File: src/rtl/ptab_pkg.sv
package ptab_pkg;

  localparam int ADDR_W      = 32;
  localparam int PAGE_SH     = 12;
  localparam int ENTRY_BYTES = 4;
  localparam int WORD_SH     = $clog2(ENTRY_BYTES);
  localparam int WORD_W      = ADDR_W - WORD_SH;
  localparam int FRAME_W     = ADDR_W - PAGE_SH;
  localparam int IDX_W       = PAGE_SH - WORD_SH;

  localparam int BIT_PRES = 0;
  localparam int BIT_WR   = 1;
  localparam int BIT_USR  = 2;
  localparam int BIT_EXE  = 3;

  typedef enum logic [1:0] {
    ACC_READ  = 2'd0,
    ACC_WRITE = 2'd1,
    ACC_EXEC  = 2'd2,
    ACC_RSVD  = 2'd3
  } acc_kind_e;

  typedef enum logic [1:0] {
    FLT_NONE  = 2'd0,
    FLT_DIR   = 2'd1,
    FLT_LEAF  = 2'd2,
    FLT_PROT  = 2'd3
  } fault_e;

  typedef enum logic [1:0] {
    ST_IDLE = 2'd0,
    ST_DIR  = 2'd1,
    ST_LEAF = 2'd2,
    ST_DONE = 2'd3
  } walk_state_e;

  // word address of the directory entry for a virtual address
  function automatic logic [WORD_W-1:0] dir_word(input logic [ADDR_W-1:0] root,
                                                 input logic [ADDR_W-1:0] va);
    return {root[ADDR_W-1:PAGE_SH], va[ADDR_W-1 -: IDX_W]};
  endfunction

  // word address of the leaf entry inside the table at frame base
  function automatic logic [WORD_W-1:0] leaf_word(input logic [FRAME_W-1:0] frame,
                                                  input logic [ADDR_W-1:0] va);
    return {frame, va[PAGE_SH +: IDX_W]};
  endfunction

  // frame of an entry joined with the page offset
  function automatic logic [ADDR_W-1:0] join_frame(input logic [ADDR_W-1:0] entry,
                                                   input logic [ADDR_W-1:0] va);
    return {entry[ADDR_W-1:PAGE_SH], va[PAGE_SH-1:0]};
  endfunction

  // does one entry allow the requested access
  function automatic logic rights_ok(input logic [ADDR_W-1:0] entry,
                                     input acc_kind_e kind,
                                     input logic user);
    logic ok;
    case (kind)
      ACC_READ:  ok = 1'b1;
      ACC_WRITE: ok = entry[BIT_WR];
      ACC_EXEC:  ok = entry[BIT_EXE];
      default:   ok = 1'b0;
    endcase
    if (user && !entry[BIT_USR]) ok = 1'b0;
    return ok;
  endfunction

endpackage

File: src/rtl/ptab_rights.sv
module ptab_rights
  import ptab_pkg::*;
(
  input  logic [ADDR_W-1:0] entry,
  input  acc_kind_e         kind,
  input  logic              user,
  output logic              present,
  output logic              grant
);

  always_comb begin
    present = entry[BIT_PRES];
    grant   = rights_ok(entry, kind, user);
  end

endmodule

File: src/rtl/ptab_addr.sv
module ptab_addr
  import ptab_pkg::*;
(
  input  logic               sel_leaf,
  input  logic [ADDR_W-1:0]  root,
  input  logic [ADDR_W-1:0]  va,
  input  logic [FRAME_W-1:0] frame,
  output logic [WORD_W-1:0]  word_addr
);

  logic [WORD_W-1:0] dir_a;
  logic [WORD_W-1:0] leaf_a;

  always_comb begin
    dir_a     = dir_word(root, va);
    leaf_a    = leaf_word(frame, va);
    word_addr = sel_leaf ? leaf_a : dir_a;
  end

endmodule

File: src/rtl/ptab_ctrl.sv
module ptab_ctrl
  import ptab_pkg::*;
(
  input  logic               clk,
  input  logic               rst_n,
  input  logic               start,
  input  logic [ADDR_W-1:0]  start_va,
  input  logic [ADDR_W-1:0]  start_root,
  input  acc_kind_e          start_kind,
  input  logic               start_user,
  input  logic               rd_valid,
  input  logic [ADDR_W-1:0]  rd_data,
  input  logic               ent_present,
  input  logic               ent_grant,
  output logic               rd_req,
  output logic               sel_leaf,
  output logic [ADDR_W-1:0]  va_q,
  output logic [ADDR_W-1:0]  root_q,
  output logic [FRAME_W-1:0] frame_q,
  output acc_kind_e          kind_q,
  output logic               user_q,
  output logic               done,
  output logic [ADDR_W-1:0]  paddr,
  output fault_e             fault
);

  walk_state_e       state_q;
  logic [ADDR_W-1:0] paddr_q;
  fault_e            fault_q;

  // named internal events
  logic take_start;
  logic dir_accept;
  logic leaf_accept;

  always_comb begin
    take_start  = start && (state_q == ST_IDLE);
    dir_accept  = rd_valid && (state_q == ST_DIR);
    leaf_accept = rd_valid && (state_q == ST_LEAF);
    rd_req      = (state_q == ST_DIR) || (state_q == ST_LEAF);
    sel_leaf    = (state_q == ST_LEAF);
    done        = (state_q == ST_DONE);
    paddr       = paddr_q;
    fault       = fault_q;
  end

  always_ff @(posedge clk) begin
    if (!rst_n) begin
      state_q <= ST_IDLE;
      va_q    <= '0;
      root_q  <= '0;
      frame_q <= '0;
      kind_q  <= ACC_READ;
      user_q  <= 1'b0;
      paddr_q <= '0;
      fault_q <= FLT_NONE;
    end else begin
      case (state_q)
        ST_IDLE: begin
          if (take_start) begin
            va_q    <= start_va;
            root_q  <= start_root;
            kind_q  <= start_kind;
            user_q  <= start_user;
            state_q <= ST_DIR;
          end
        end
        ST_DIR: begin
          if (dir_accept) begin
            if (!ent_present) begin
              fault_q <= FLT_DIR;
              paddr_q <= '0;
              state_q <= ST_DONE;
            end else if (!ent_grant) begin
              fault_q <= FLT_PROT;
              paddr_q <= '0;
              state_q <= ST_DONE;
            end else begin
              frame_q <= rd_data[ADDR_W-1:PAGE_SH];
              state_q <= ST_LEAF;
            end
          end
        end
        ST_LEAF: begin
          if (leaf_accept) begin
            if (!ent_present) begin
              fault_q <= FLT_LEAF;
              paddr_q <= '0;
            end else if (!ent_grant) begin
              fault_q <= FLT_PROT;
              paddr_q <= '0;
            end else begin
              fault_q <= FLT_NONE;
              paddr_q <= join_frame(rd_data, va_q);
            end
            state_q <= ST_DONE;
          end
        end
        default: state_q <= ST_IDLE;
      endcase
    end
  end

  p_done_pulse_r7: assert property (@(posedge clk) disable iff (!rst_n)
    done |=> !done);

  p_req_hold_r7: assert property (@(posedge clk) disable iff (!rst_n)
    (rd_req && !rd_valid) |=> rd_req);

  p_fault_zero_pa_r6: assert property (@(posedge clk) disable iff (!rst_n)
    (done && fault != FLT_NONE) |-> (paddr == '0));

  p_dir_absent_r4: assert property (@(posedge clk) disable iff (!rst_n)
    (dir_accept && !ent_present) |=> (done && fault == FLT_DIR));

  p_leaf_absent_r5: assert property (@(posedge clk) disable iff (!rst_n)
    (leaf_accept && !ent_present) |=> (done && fault == FLT_LEAF));

  p_busy_ignores_start_r8: assert property (@(posedge clk) disable iff (!rst_n)
    (state_q != ST_IDLE) |=> ($stable(va_q) && $stable(kind_q) && $stable(user_q)));

  p_idle_no_done_r8: assert property (@(posedge clk) disable iff (!rst_n)
    (state_q == ST_IDLE) |=> !done);

endmodule

File: src/rtl/ptab_walker.sv
module ptab_walker
  import ptab_pkg::*;
(
  input  logic              clk,
  input  logic              rst_n,
  input  logic              walk_start,
  input  logic [31:0]       walk_vaddr,
  input  logic [31:0]       walk_root,
  input  logic [1:0]        walk_kind,
  input  logic              walk_user,
  output logic              walk_done,
  output logic [31:0]       walk_paddr,
  output logic [1:0]        walk_fault,
  output logic              mem_rd_req,
  output logic [29:0]       mem_rd_addr,
  input  logic              mem_rd_valid,
  input  logic [31:0]       mem_rd_data
);

  logic               sel_leaf;
  logic [ADDR_W-1:0]  va_q;
  logic [ADDR_W-1:0]  root_q;
  logic [FRAME_W-1:0] frame_q;
  acc_kind_e          kind_q;
  logic               user_q;
  logic               ent_present;
  logic               ent_grant;
  fault_e             fault_w;
  logic [WORD_W-1:0]  word_addr;

  ptab_rights u_rights (
    .entry   (mem_rd_data),
    .kind    (kind_q),
    .user    (user_q),
    .present (ent_present),
    .grant   (ent_grant)
  );

  ptab_addr u_addr (
    .sel_leaf  (sel_leaf),
    .root      (root_q),
    .va        (va_q),
    .frame     (frame_q),
    .word_addr (word_addr)
  );

  ptab_ctrl u_ctrl (
    .clk         (clk),
    .rst_n       (rst_n),
    .start       (walk_start),
    .start_va    (walk_vaddr),
    .start_root  (walk_root),
    .start_kind  (acc_kind_e'(walk_kind)),
    .start_user  (walk_user),
    .rd_valid    (mem_rd_valid),
    .rd_data     (mem_rd_data),
    .ent_present (ent_present),
    .ent_grant   (ent_grant),
    .rd_req      (mem_rd_req),
    .sel_leaf    (sel_leaf),
    .va_q        (va_q),
    .root_q      (root_q),
    .frame_q     (frame_q),
    .kind_q      (kind_q),
    .user_q      (user_q),
    .done        (walk_done),
    .paddr       (walk_paddr),
    .fault       (fault_w)
  );

  assign mem_rd_addr = word_addr;
  assign walk_fault  = fault_w;

  p_addr_stable_r2: assert property (@(posedge clk) disable iff (!rst_n)
    (mem_rd_req && !mem_rd_valid) |=> $stable(mem_rd_addr));

  p_write_needs_wr_r6: assert property (@(posedge clk) disable iff (!rst_n)
    (mem_rd_req && mem_rd_valid && ent_grant && kind_q == ACC_WRITE)
      |-> mem_rd_data[BIT_WR]);

  p_user_needs_usr_r6: assert property (@(posedge clk) disable iff (!rst_n)
    (mem_rd_req && mem_rd_valid && ent_grant && user_q) |-> mem_rd_data[BIT_USR]);

  p_reset_quiet_r1: assert property (@(posedge clk)
    !rst_n |=> (!walk_done && !mem_rd_req));

endmodule

File: config.mk
export PLATFORM = sky130hd
export DESIGN_NAME = ptab_walker
export DESIGN_NICKNAME = d
export VERILOG_FILES = /design/src/rtl/ptab_pkg.sv /design/src/rtl/ptab_rights.sv /design/src/rtl/ptab_addr.sv /design/src/rtl/ptab_ctrl.sv /design/src/rtl/ptab_walker.sv
export SDC_FILE = /design/constraint.sdc
export NUM_CORES = 1
export LEC_CHECK = 0
export BUFFER_PORTS_ARGS = -buffer_cell sky130_fd_sc_hd__buf_2
export CELL_PAD_IN_SITES_DETAIL_PLACEMENT = 1
export CELL_PAD_IN_SITES_GLOBAL_PLACEMENT = 2
export CORE_MARGIN = 5
export CORE_UTILIZATION = 29
export CTS_BUF_LIST = sky130_fd_sc_hd__clkbuf_4 sky130_fd_sc_hd__clkbuf_8
export CTS_CLUSTER_DIAMETER = 100
export DETAILED_ROUTE_END_ITERATION = 10
export PLACE_DENSITY = 0.84
export SLEW_MARGIN = 20
export SYNTH_ARGS = -nofsm -noshare
export SYNTH_HDL_FRONTEND = slang
export SYNTH_SLANG_ARGS = --single-unit
File: constraint.sdc
create_clock -name clk -period 2.15 [get_ports clk]
set_input_delay 0.645 -clock clk [delete_from_list [all_inputs] [get_ports clk]]
set_output_delay 0.645 -clock clk [all_outputs]
set_load 0.01 [all_outputs]
==> impl_metrics.py <==
metrics = {
    "run_status": {
        "outcome": "finished, violations left",
        "violations": "negative setup slack",
    },
    "yosys": {
        "synth_top_area_cell": "dfxtp_1",
        "yosysSeqAreaShare_pct": 46.3,
        "synthAdderAreaFrac_pct": 1.30,
        "netlist_instances": 549,
        "synth_area_um2": 4800,
        "syn_area_per_cell_um2": 8.74,
        "ys_ff_latch": 111,
        "muxShareOfSynthArea_pct": 14.3,
        "synthesis.nets": 657,
        "yosysTopAreaCellShare_pct": 46.3,
        "synth-edff-count": 0,
        "synthSimpleGateAreaFrac_pct": 18.2,
        "synth_top_family_by_area": "simple AND/OR/NAND/NOR gates",
        "synth_compound_area_share_pct": 12.2,
        "ys_async_sr_fraction_pct": 0,
        "post-synth-top-count-cell": "nand2_1",
        "yosys-top-cells-area": "dfxtp_1, nand2_1, a21oi_1, mux2i_1, mux2_2",
        "synth_xor_area_share_pct": 0,
        "synth.yosys.warnings": 0,
        "synth_commonest_cells": "nand2_1, dfxtp_1, a21oi_1",
        "synth_flop_cell": "dfxtp_1",
        "synth_cell_types": 30,
    },
    "timing": {
        "rsz0062_at_grt": "yes",
        "fmax_ghz": 0.433,
        "min_period_ns": 2.31,
        "setup_viol": 30,
        "drv_slew": 0,
        "worstMarginPinSlew_ns": 0.639,
        "fin_setup_tns_ns": -3.57,
        "finClkSkew_ns": 0.0101,
        "hold_viol": 0,
        "maxSlewHeadroom_pct": 57.3,
        "finalCritPeriodShare_pct": 107,
        "setup_slack_ns": -0.158,
    },
    "floorplanning": {
        "initial_core_util_pct": 29.3,
        "fp.coreArea_um2": 16400,
        "fp.dieArea_um2": 19200,
        "io_pins": 169,
        "row_count": 47,
        "die_x_um": 139,
        "die_y_um": 139,
    },
    "finish": {
        "post-route-cell-area_um2": 6130,
        "seq_area_um2": 2230,
        "multi_input_area_um2": 2290,
        "layout.nets": 789,
        "stdcell_count": 906,
        "drive_above_1_share_pct": 33.2,
        "fill_cells": 1980,
        "area_delta_synth_final_pct": 27.7,
    },
    "global_routing": {
        "grt_overflow": 0,
        "antenna_found_initial": 3,
        "grt_pass1_wl_um": 24200,
        "first_global_vias": 4558,
        "grt_max_degree": 54,
        "grtUsageTotal_pct": 15.6,
    },
    "min_path": {
        "hold_depth": 2,
        "hp-class": "reg -> reg",
        "min_to": "u_ctrl.root_q[16]",
        "worstHoldStart": "u_ctrl.root_q[16]",
    },
    "placed_design": {
        "io_buffers": 148,
        "place_area_um2": 5690,
        "place_congestion": 0.779,
        "placed_cells": 884,
        "preCtsSetupSlack_ns": 0.0964,
        "dp_hpwl_um": 11200,
    },
    "clock_tree": {
        "clk_latency_ns": 0.37,
        "holdBufCountCts": 0,
        "cts_buffer_depth": 2,
        "cts_made_buffers": 9,
        "cts_root_buf": "clkbuf_8",
        "clock_sinks": 111,
        "htree_num_levels": 3,
        "cts_tree": "built",
        "path_clk_slew_ns": 0.10,
    },
    "setup_path": {
        "cp-start-kind": "register",
        "required_ns": 1.50,
        "regToRegSetupSlack_ns": 0.41,
        "reg2reg_to": "u_ctrl.frame_q[15]",
        "rr_worst_depth": 5,
        "critPathCaptureType": "output pin",
        "r2r-start": "u_ctrl.state_q[0]",
        "arrival_ns": 1.66,
        "cp_max_fo": 11,
        "critPathKind": "reg -> out",
    },
    "power_and_ir_drop": {
        "combPwrFrac_pct": 40.9,
        "seqPwrFrac_pct": 38.9,
        "total_power_mw": 6.32,
        "switchingPower_mw": 2.27,
        "powerDensity_nw_per_um2": 1030,
        "p_leak_nw": 2.67,
        "ir_worst_vdd_uv": 419,
        "clkPwrFrac_pct": 20.2,
        "p_sw_share_pct": 35.9,
        "cellInternalPower_mw": 4.05,
    },
    "route": {
        "antenna_left": 0,
        "drt-vias-per-instance": 4.70,
        "drt_pre_antenna_iters": 4,
        "routedWlPerCell_um": 17.2,
        "drt_iter0_drc": 248,
        "wl_um": 15600,
        "via_count": 4257,
        "drc": 0,
    },
    "job": {
        "maxCapViolations": 0,
    },
}
==> what timing repair did <==
item / 4_1_cts / 5_1_grt
setup endpoints to repair: 30 / 30
cloned: 0 / 1
buffers inserted: 3 / 2
endpoints found under the hold margin: 0 / 0
gates resized for setup: 5 / 34
==> how the worst max path moves through the flow <==
stage | start | to | slack [ns] | depth (start not counted)
6_report | u_ctrl.state_q[0] | mem_rd_addr[27] | -0.16 | 5
5_1_grt | u_ctrl.state_q[0] | mem_rd_addr[3] | -0.23 | 5
4_1_cts | u_ctrl.state_q[0] | mem_rd_addr[12] | -0.19 | 5
3_5_place_dp | u_ctrl.state_q[0] | mem_rd_addr[12] | 0.1 | 5
3_3_place_gp | u_ctrl.state_q[0] | mem_rd_addr[13] | 0.14 | 5
2_1_floorplan | u_ctrl.state_q[0] | mem_rd_addr[0] | 0.22 | 5
==> power by group through the flow <==
stage          combinational (mW)  clock (mW)  sequential [mW]
6_report                     2.59        1.27             2.46
5_1_grt                      2.81        1.43             2.49
4_1_cts                      2.40        1.33             2.46
3_5_place_dp                 2.35           0             2.49
3_3_place_gp                 2.28           0             2.48
2_1_floorplan                1.78           0             2.46
==> metrics by stage <==
stage	hold slack [ns]	utilization, %
floorplan	0.433	-
global placement	0.439	34.7
detailed placement	0.446	34.7
CTS	0.462	36.1
global route	0.477	37.4
finish	0.460	37.4
==> kinds of logic after synthesis <==
group / count (synthesis)
mux: 65
simple gates: 207
fa+ha+maj: 5
compound gates: 108
buf+inv: 53
flops: 111
==> final cells by class <==
cell class / count / share of cell area, %
tap: 220 / 4.49
clock inverter: 3 / 0.735
antenna: 2 / 0.0817
inverter: 6 / 0.408
sequential: 111 / 36.4
multi-input combinational: 385 / 37.3
clock buffer: 11 / 2.37
timing repair buffer: 168 / 18.2
==> registers in the layout, indices dropped and copies added, names as in the netlist <==
signal and cells:
u_ctrl.paddr 32, u_ctrl.fault 2, u_ctrl.frame_q 20, u_ctrl.kind_q 2, u_ctrl.va_q 32, u_ctrl.root_q 20
u_ctrl.state_q 2, u_ctrl.user_q 1
==> layout by cell type (no fill, tap or decap), types with 10 or more instances in the layout <==
| cell | count |
|---|---|
| nand3_1 | 52 |
| clkbuf_8 | 10 |
| o21ai_0 | 24 |
| nand2_1 | 145 |
| mux2_2 | 16 |
| buf_4 | 10 |
| mux2_4 | 14 |
| buf_6 | 16 |
| dfxtp_1 | 109 |
| buf_2 | 132 |
| a21oi_1 | 74 |
| mux2i_1 | 35 |
==> critical path, stage by stage, from the launching register on <==
cell	delay [ns]
dfxtp_4	0.37
inv_4	0.06
ha_4	0.20
buf_12	0.16
mux2_2	0.34
buf_2	0.15
==> routing by layer <==
layer  routed length (um)  vias to the layer above  part of all wire (%)  global-route usage (%)
met2                 7820                       87                    50                    26.8
li1                     -                     2110                     -                       -
met5                    7                        -                 0.045                       0
met3                  802                       19                   5.1                    4.07
met4                  250                        2                   1.6                    5.51
met1                 6710                     2039                    43                    18.9
No activity file was read; power rests on OpenSTA's default activity.
